[src/rtl/clkcfg_pkg.sv]
package clkcfg_pkg;
   // entry number lives in the low byte of every written word
   localparam int ID_W         = 8;
   localparam int PAY_LSB      = 8;
   // channel word layout
   localparam int GSEL_FIELD_W = 4;
   localparam int CH_EN_BIT    = 14;
   localparam int CH_LOCK_BIT  = 15;

   typedef enum logic [1:0] {
      REG_GCTRL = 2'd0,
      REG_GDIV  = 2'd1,
      REG_CHAN  = 2'd2,
      REG_NONE  = 2'd3
   } reg_sel_e;
endpackage

[src/rtl/clkcfg_id_select.sv]
module clkcfg_id_select #(
   parameter int ID_W = 8,
   parameter int NUM  = 4
) (
   input  logic            clk,
   input  logic            por_n,
   input  logic            soft_rst,
   input  logic            we,
   input  logic [ID_W-1:0] wr_id,
   output logic [ID_W-1:0] sel,
   output logic            sel_valid
);
   always_ff @(posedge clk) begin
      if (!por_n)        sel <= '0;
      else if (soft_rst) sel <= '0;
      else if (we)       sel <= wr_id;
   end

   assign sel_valid = (int'(sel) < NUM);
endmodule

[src/rtl/clkcfg_gen_bank.sv]
module clkcfg_gen_bank #(
   parameter int                NUM_GEN   = 6,
   parameter int                CTRL_W    = 8,
   parameter int                DIV_W     = 16,
   parameter int                ID_W      = 8,
   parameter logic [CTRL_W-1:0] GEN0_CTRL = '0,
   parameter logic [DIV_W-1:0]  GEN0_DIV  = '0
) (
   input  logic                            clk,
   input  logic                            por_n,
   input  logic                            soft_rst,
   input  logic [NUM_GEN-1:0]              gen_lock,
   input  logic                            ctrl_we,
   input  logic                            div_we,
   input  logic [ID_W-1:0]                 wr_id,
   input  logic [CTRL_W-1:0]               ctrl_wdata,
   input  logic [DIV_W-1:0]                div_wdata,
   output logic [NUM_GEN-1:0][CTRL_W-1:0]  ctrl_q,
   output logic [NUM_GEN-1:0][DIV_W-1:0]   div_q
);
   for (genvar g = 0; g < NUM_GEN; g++) begin : g_ent
      localparam logic [CTRL_W-1:0] CTRL_RST = (g == 0) ? GEN0_CTRL : '0;
      localparam logic [DIV_W-1:0]  DIV_RST  = (g == 0) ? GEN0_DIV  : '0;

      logic hit;
      assign hit = (wr_id == ID_W'(g));

      always_ff @(posedge clk) begin
         if (!por_n) begin
            ctrl_q[g] <= CTRL_RST;
         end else if (soft_rst) begin
            if (!gen_lock[g]) ctrl_q[g] <= CTRL_RST;
         end else if (ctrl_we && hit && !gen_lock[g]) begin
            ctrl_q[g] <= ctrl_wdata;
         end
      end

      always_ff @(posedge clk) begin
         if (!por_n) begin
            div_q[g] <= DIV_RST;
         end else if (soft_rst) begin
            if (!gen_lock[g]) div_q[g] <= DIV_RST;
         end else if (div_we && hit && !gen_lock[g]) begin
            div_q[g] <= div_wdata;
         end
      end


      gen_frozen_chk: assert property (@(posedge clk) disable iff (!por_n)
         (gen_lock[g] && !soft_rst) |=> ($stable(ctrl_q[g]) && $stable(div_q[g])));

      if (g == 0) begin : g_main

         gen0_open_chk: assert property (@(posedge clk) disable iff (!por_n)
            (ctrl_we && hit && !soft_rst) |=> (ctrl_q[g] == $past(ctrl_wdata)));
      end
   end
endmodule

[src/rtl/clkcfg_chan_bank.sv]
module clkcfg_chan_bank #(
   parameter int NUM_CH = 10,
   parameter int GSEL_W = 4,
   parameter int ID_W   = 8
) (
   input  logic                          clk,
   input  logic                          por_n,
   input  logic                          soft_rst,
   input  logic                          we,
   input  logic [ID_W-1:0]               wr_id,
   input  logic [GSEL_W-1:0]             wr_gsel,
   input  logic                          wr_on,
   input  logic                          wr_lock,
   output logic [NUM_CH-1:0][GSEL_W-1:0] gsel_q,
   output logic [NUM_CH-1:0]             on_q,
   output logic [NUM_CH-1:0]             lock_q
);
   for (genvar c = 0; c < NUM_CH; c++) begin : g_ent
      logic hit;
      assign hit = (wr_id == ID_W'(c));

      always_ff @(posedge clk) begin
         if (!por_n) begin
            gsel_q[c] <= '0;
            on_q[c]   <= 1'b0;
            lock_q[c] <= 1'b0;
         end else if (soft_rst) begin
            if (!lock_q[c]) begin
               gsel_q[c] <= '0;
               on_q[c]   <= 1'b0;
            end
         end else if (we && hit && !lock_q[c]) begin
            gsel_q[c] <= wr_gsel;
            on_q[c]   <= wr_on;
            lock_q[c] <= wr_lock;
         end
      end


      chan_hold_chk: assert property (@(posedge clk) disable iff (!por_n)
         lock_q[c] |=> ($stable(gsel_q[c]) && $stable(on_q[c])));

      lock_sticky_chk: assert property (@(posedge clk) disable iff (!por_n)
         lock_q[c] |=> lock_q[c]);
   end
endmodule

[src/rtl/clkcfg_lock_map.sv]
module clkcfg_lock_map #(
   parameter int NUM_CH     = 10,
   parameter int NUM_GEN    = 6,
   parameter int GSEL_W     = 4,
   parameter bit LOCK_COUNT = 1'b1
) (
   input  logic [NUM_CH-1:0][GSEL_W-1:0] gsel,
   input  logic [NUM_CH-1:0]             lock,
   output logic [NUM_GEN-1:0]            gen_lock
);
   localparam int CNT_W = $clog2(NUM_CH + 1);

   // the main-clock generator is exempt from locking
   assign gen_lock[0] = 1'b0;

   for (genvar g = 1; g < NUM_GEN; g++) begin : g_gen
      if (LOCK_COUNT) begin : g_cnt
         logic [CNT_W-1:0] refs;
         always_comb begin
            refs = '0;
            for (int c = 0; c < NUM_CH; c++) begin
               if (lock[c] && (gsel[c] == GSEL_W'(g))) refs = refs + CNT_W'(1);
            end
         end
         assign gen_lock[g] = (refs != '0);
      end else begin : g_or
         logic [NUM_CH-1:0] hits;
         for (genvar c = 0; c < NUM_CH; c++) begin : g_hit
            assign hits[c] = lock[c] && (gsel[c] == GSEL_W'(g));
         end
         assign gen_lock[g] = |hits;
      end
   end
endmodule

[src/rtl/clkcfg_bank.sv]
module clkcfg_bank
   import clkcfg_pkg::*;
#(
   parameter int                NUM_GEN    = 6,
   parameter int                NUM_CH     = 10,
   parameter int                CTRL_W     = 8,
   parameter int                DIV_W      = 16,
   parameter int                GSEL_W     = 4,
   parameter int                DATA_W     = 32,
   parameter logic [CTRL_W-1:0] GEN0_CTRL  = 8'h05,
   parameter logic [DIV_W-1:0]  GEN0_DIV   = 16'h0001,
   parameter bit                LOCK_COUNT = 1'b1
) (
   input  logic              clk,
   input  logic              por_n,
   input  logic              soft_rst,
   input  logic              wr_en,
   input  logic [1:0]        wr_reg,
   input  logic [DATA_W-1:0] wr_data,
   output logic [DATA_W-1:0] rd_gctrl,
   output logic [DATA_W-1:0] rd_gdiv,
   output logic [DATA_W-1:0] rd_chan
);
   // ---------------- elaboration checks ----------------
   if (NUM_GEN < 2 || NUM_GEN > (1 << GSEL_W) || NUM_GEN > (1 << ID_W)) begin : g_bad_gen
      $error("clkcfg_bank: NUM_GEN out of range");
   end
   if (NUM_CH < 1 || NUM_CH > (1 << ID_W)) begin : g_bad_ch
      $error("clkcfg_bank: NUM_CH out of range");
   end
   if (GSEL_W < 1 || GSEL_W > GSEL_FIELD_W) begin : g_bad_gsel
      $error("clkcfg_bank: GSEL_W exceeds its field");
   end
   if (PAY_LSB + DIV_W > DATA_W || PAY_LSB + CTRL_W > DATA_W || CH_LOCK_BIT >= DATA_W) begin : g_bad_w
      $error("clkcfg_bank: payload does not fit the data word");
   end

   // ---------------- write decode ----------------
   reg_sel_e        rsel;
   logic [ID_W-1:0] wr_id;
   logic            we_gc, we_gd, we_ch;

   assign rsel  = reg_sel_e'(wr_reg);
   assign wr_id = wr_data[ID_W-1:0];
   assign we_gc = wr_en && (rsel == REG_GCTRL);
   assign we_gd = wr_en && (rsel == REG_GDIV);
   assign we_ch = wr_en && (rsel == REG_CHAN);

   logic unused_wr;
   assign unused_wr = ^wr_data;

   // ---------------- read selectors ----------------
   logic [ID_W-1:0] gc_sel, gd_sel, ch_sel;
   logic            gc_ok, gd_ok, ch_ok;

   clkcfg_id_select #(.ID_W(ID_W), .NUM(NUM_GEN)) u_sel_gc (
      .clk(clk), .por_n(por_n), .soft_rst(soft_rst), .we(we_gc),
      .wr_id(wr_id), .sel(gc_sel), .sel_valid(gc_ok));
   clkcfg_id_select #(.ID_W(ID_W), .NUM(NUM_GEN)) u_sel_gd (
      .clk(clk), .por_n(por_n), .soft_rst(soft_rst), .we(we_gd),
      .wr_id(wr_id), .sel(gd_sel), .sel_valid(gd_ok));
   clkcfg_id_select #(.ID_W(ID_W), .NUM(NUM_CH)) u_sel_ch (
      .clk(clk), .por_n(por_n), .soft_rst(soft_rst), .we(we_ch),
      .wr_id(wr_id), .sel(ch_sel), .sel_valid(ch_ok));

   // ---------------- storage ----------------
   logic [NUM_GEN-1:0][CTRL_W-1:0] ctrl_q;
   logic [NUM_GEN-1:0][DIV_W-1:0]  div_q;
   logic [NUM_CH-1:0][GSEL_W-1:0]  gsel_q;
   logic [NUM_CH-1:0]              on_q, lock_q;
   logic [NUM_GEN-1:0]             gen_lock;

   clkcfg_chan_bank #(.NUM_CH(NUM_CH), .GSEL_W(GSEL_W), .ID_W(ID_W)) u_chan (
      .clk(clk), .por_n(por_n), .soft_rst(soft_rst), .we(we_ch), .wr_id(wr_id),
      .wr_gsel(wr_data[PAY_LSB +: GSEL_W]), .wr_on(wr_data[CH_EN_BIT]),
      .wr_lock(wr_data[CH_LOCK_BIT]),
      .gsel_q(gsel_q), .on_q(on_q), .lock_q(lock_q));

   clkcfg_lock_map #(.NUM_CH(NUM_CH), .NUM_GEN(NUM_GEN), .GSEL_W(GSEL_W),
                     .LOCK_COUNT(LOCK_COUNT)) u_lock (
      .gsel(gsel_q), .lock(lock_q), .gen_lock(gen_lock));

   clkcfg_gen_bank #(.NUM_GEN(NUM_GEN), .CTRL_W(CTRL_W), .DIV_W(DIV_W), .ID_W(ID_W),
                     .GEN0_CTRL(GEN0_CTRL), .GEN0_DIV(GEN0_DIV)) u_gen (
      .clk(clk), .por_n(por_n), .soft_rst(soft_rst), .gen_lock(gen_lock),
      .ctrl_we(we_gc), .div_we(we_gd), .wr_id(wr_id),
      .ctrl_wdata(wr_data[PAY_LSB +: CTRL_W]), .div_wdata(wr_data[PAY_LSB +: DIV_W]),
      .ctrl_q(ctrl_q), .div_q(div_q));

   // ---------------- read muxes ----------------
   always_comb begin
      rd_gctrl = '0;
      if (gc_ok) begin
         rd_gctrl[ID_W-1:0] = gc_sel;
         for (int g = 0; g < NUM_GEN; g++) begin
            if (gc_sel == ID_W'(g)) rd_gctrl[PAY_LSB +: CTRL_W] = ctrl_q[g];
         end
      end
   end

   always_comb begin
      rd_gdiv = '0;
      if (gd_ok) begin
         rd_gdiv[ID_W-1:0] = gd_sel;
         for (int g = 0; g < NUM_GEN; g++) begin
            if (gd_sel == ID_W'(g)) rd_gdiv[PAY_LSB +: DIV_W] = div_q[g];
         end
      end
   end

   always_comb begin
      rd_chan = '0;
      if (ch_ok) begin
         rd_chan[ID_W-1:0] = ch_sel;
         for (int c = 0; c < NUM_CH; c++) begin
            if (ch_sel == ID_W'(c)) begin
               rd_chan[PAY_LSB +: GSEL_W] = gsel_q[c];
               rd_chan[CH_EN_BIT]         = on_q[c];
               rd_chan[CH_LOCK_BIT]       = lock_q[c];
            end
         end
      end
   end

   // ---------------- assertions ----------------

   oor_zero_chk: assert property (@(posedge clk) disable iff (!por_n)
      (we_gc && !soft_rst && (int'(wr_id) >= NUM_GEN)) |=> (rd_gctrl == '0));

   soft_sel_chk: assert property (@(posedge clk) disable iff (!por_n)
      soft_rst |=> ((rd_gctrl[ID_W-1:0] == '0) && (rd_gdiv[ID_W-1:0] == '0)
                    && (rd_chan[ID_W-1:0] == '0)));
endmodule

[config.mk]
export PLATFORM = sky130hd
export DESIGN_NAME = clkcfg_bank
export DESIGN_NICKNAME = d
export VERILOG_FILES = /design/src/rtl/clkcfg_pkg.sv /design/src/rtl/clkcfg_id_select.sv /design/src/rtl/clkcfg_gen_bank.sv /design/src/rtl/clkcfg_chan_bank.sv /design/src/rtl/clkcfg_lock_map.sv /design/src/rtl/clkcfg_bank.sv
export SDC_FILE = /design/constraint.sdc
export NUM_CORES = 1
export LEC_CHECK = 0
export BUFFER_PORTS_ARGS = -buffer_cell sky130_fd_sc_hd__buf_2
export CAP_MARGIN = 30
export CORE_MARGIN = 2
export CORE_UTILIZATION = 40
export DETAILED_ROUTE_END_ITERATION = 8
export SYNTH_ARGS = -nofsm -noshare
export SYNTH_HDL_FRONTEND = slang
export SYNTH_SLANG_ARGS = --single-unit
[constraint.sdc]
create_clock -name clk -period 18.4 [get_ports clk]
set_input_delay 4.6 -clock clk [delete_from_list [all_inputs] [get_ports clk]]
set_output_delay 4.6 -clock clk [all_outputs]
set_load 0.1 [all_outputs]
==> impl_results.md <==
- Run status: finished, final reports clean
- Routed len/inst: 18.2 um
- Worst relative slew slack: 29.7%
- Type of origin of the critical path: register
- RSZ-0062 raised after global routing: false
- Share of layout cells above drive strength 1: 10.0%
- Multi-input gate area: 9590 sq um
- CORE AREA: 36600 sq um
- GRT Util Overall: 21.4%
- Clock transition at the registers of the reported paths: 0.06 ns
- Initial antenna violation count: 2
- Port Buffers: 69
- Io pins: 134
- First-pass GRT wire length: 66300 um
- Via count: 13000
- Clock root buffer: clkbuf_16
- CP Data Required Time: 13.80 ns
- #FFs+latches synth: 228
- Power density over the cells: 69.8 nW/um^2
- Fin crit share: 46.2%
- Leakage: 6.63 nW
- Commonest non-fill, non-tap cell in the layout: nand2_1
- Placed insts: 2288
- Worst Reg-to-Reg Cells: 32
- Starting Density: 40.6%
- Die area: 38700 sq um
- Worst reg2reg endpoint: u_gen.ctrl_q[12]
- Worst slew pin tran: 1.05 ns
- Post-cts sizing count: 0
- Largest net degree at the start of global routing: 100
- Fill count: 3587
- Critical hold path startpoint: u_sel_gc.sel[6]
- Post-route DRC: 0
- Worst clock skew: 0.00689 ns
- Peak VDD IR: 0.0615 mV
- Total Power: 1.13 mW
- CTS Hold Buffers Added: 0
- Htree depth: 1
- Clock buffer depth: 3
- Reg-to-reg slack, setup: 10.44 ns
- Setup Buffers After CTS: 0
- Final setup viols: 0
- Yosys warns: 0
- Top cell type's share of synthesized area: 30.7%
- Post-Route WL: 42400 um
- Worst min path class: reg2reg
- Critical Path Fanout Max: 5
- FF/Latch Area: 4570 sq um
- Netlist Area Pre-Place: 14900 sq um
- Synth unique cells: 82
- Total CTS buffers: 25
- CTS tree: built
- # rows: 70
- Top cell type by total area after synthesis: dfxtp_1
- Min-Delay Path Depth: 2
- Die W: 197 um
- Clk_lat worst skew: 0.53 ns
- Hold EP: u_sel_gc.sel[6]
- Slew Viols, Final: 0
- Drt pass-1 iters: 6
- F_max: 118 MHz
- Synth Area per Inst: 8.15 sq um
- Mapped Cells: 1824
- Die height: 197 um
- Routed vias/inst: 5.55
- Final cell count without fillers: 2334
- Setup TNS: 0 ns
- Clk sinks: 228
- Post-synth EDFFs: 0
- Async SR Flop Fraction: 0%
- Share of the yosys chip area belonging to registers: 30.7%
- Worst R2R Start: u_chan.lock_q[1]
- Finished Core Util: 44.4%
- WS Path Type: reg2out
- Vias in the first global route: 12200
- Top_reg_cell synth: dfxtp_1
- Final worst hold slack: 0.455 ns
- Area Overhead vs Synth: 9.26%
- Final #Nets: 1930
- WP data arrival: 3.90 ns
- Grt ovf: 0
- Worst setup EP type: output pin
- Gpl congestion: 0.907
- HPWL Detailed: 30200 um
- Max_cap viols: 0
- Post-DRT Antenna Nets: 0
- Iter 0 DRT Violations: 822
- Area contributors post-synth: dfxtp_1 (31%), mux2i_1 (12%), nand2_1 (9.4%), ha_1 (3.8%), buf_4 (2.9%)
- Final Hold Vio Count: 0
- Fin crit period: 8.50 ns
- Most frequent cells in the layout: nand2_1 (374), dfxtp_1 (227), mux2i_1 (175), nor2_1 (99), a21oi_1 (85)
==> logic make-up (layout without fill, tap and decap cells) <==
family,after synthesis,in the layout,share of synthesized area [%]
AO/OA/AOI/OAI,282,282,12.1
XOR/XNOR,96,96,7.73
adder cells (fa/ha/maj),45,45,3.79
buffers and inverters,192,177,6.42
flip-flops,228,228,30.7
multiplexers,193,193,13.7
other,1,58,0.0252
AND/OR/NAND/NOR,787,787,25.5
==> per-layer routing <==
metal / part of all wire [%] / track usage [%]
met5: 0.031 / 0
met4: 2.4 / 6.74
met3: 6.3 / 2.93
met2: 47 / 36.1
met1: 44 / 28.4
==> area by class of cell <==
type | instances | area share [%]
multi-input cells | 1459 | 59.0
well taps | 468 | 3.60
clock buffers | 35 | 4.45
flip-flops and latches | 228 | 28.1
inverters | 43 | 0.994
clock inverters | 9 | 0.493
diodes | 2 | 0.0308
repair buffers | 90 | 3.30
==> how the worst max path moves through the flow <==
stage / endpoint / cells after the start / startpoint / slack [ns]
2_1_floorplan: rd_gdiv[23] / 9 / u_sel_gd.sel[3] / 9.04
3_3_place_gp: u_gen.ctrl_q[14] / 32 / u_chan.lock_q[1] / 10.55
3_5_place_dp: u_gen.ctrl_q[12] / 32 / u_chan.lock_q[1] / 10.44
4_1_cts: rd_chan[10] / 9 / u_sel_ch.sel[5] / 9.91
5_1_grt: rd_chan[10] / 9 / u_sel_ch.sel[5] / 9.73
6_report: rd_chan[10] / 9 / u_sel_ch.sel[5] / 9.90
==> power by group <==
part	switching, mW	internal [mW]
logic	0.110	0.0249
registers	0.00592	0.505
clock network	0.201	0.287
total	0.317	0.817
==> critical path: stages (launching register included) <==
cell,delay [ns]
dfxtp_1,0.31
nor4_1,0.70
nor2b_1,0.40
and2_1,0.25
nor2b_1,0.35
o21ai_0,0.17
a32oi_1,0.19
a211oi_1,0.07
nor3_1,0.41
buf_2,0.51
==> synth_stat cells, types with 42 or more instances <==
cell / number
inv_1: 42
nand2_1: 374
nand3_1: 74
xnor2_1: 45
o21ai_0: 55
mux2i_1: 175
dfxtp_1: 228
clkbuf_1: 79
a21oi_1: 85
buf_4: 58
nor2_1: 99
ha_1: 45
==> sequential cells by signal, indices dropped and copies added (netlist names) <==
signal         cells
u_chan.gsel_q     40
u_sel_ch.sel       8
u_sel_gc.sel       8
u_sel_gd.sel       8
u_gen.div_q       96
u_chan.on_q       10
u_chan.lock_q     10
u_gen.ctrl_q      48
==> stage by stage <==
| step | instance area, sq um | setup slack (ns) |
|---|---|---|
| detailed placement | 15400 | 10.44 |
| CTS | 16200 | 9.91 |
| floorplan | 15100 | 9.04 |
| global route | 16200 | 9.73 |
| global placement | 15400 | 10.55 |
| finish | 16200 | 9.90 |
Note: power is estimated with default switching activity, not from simulation.
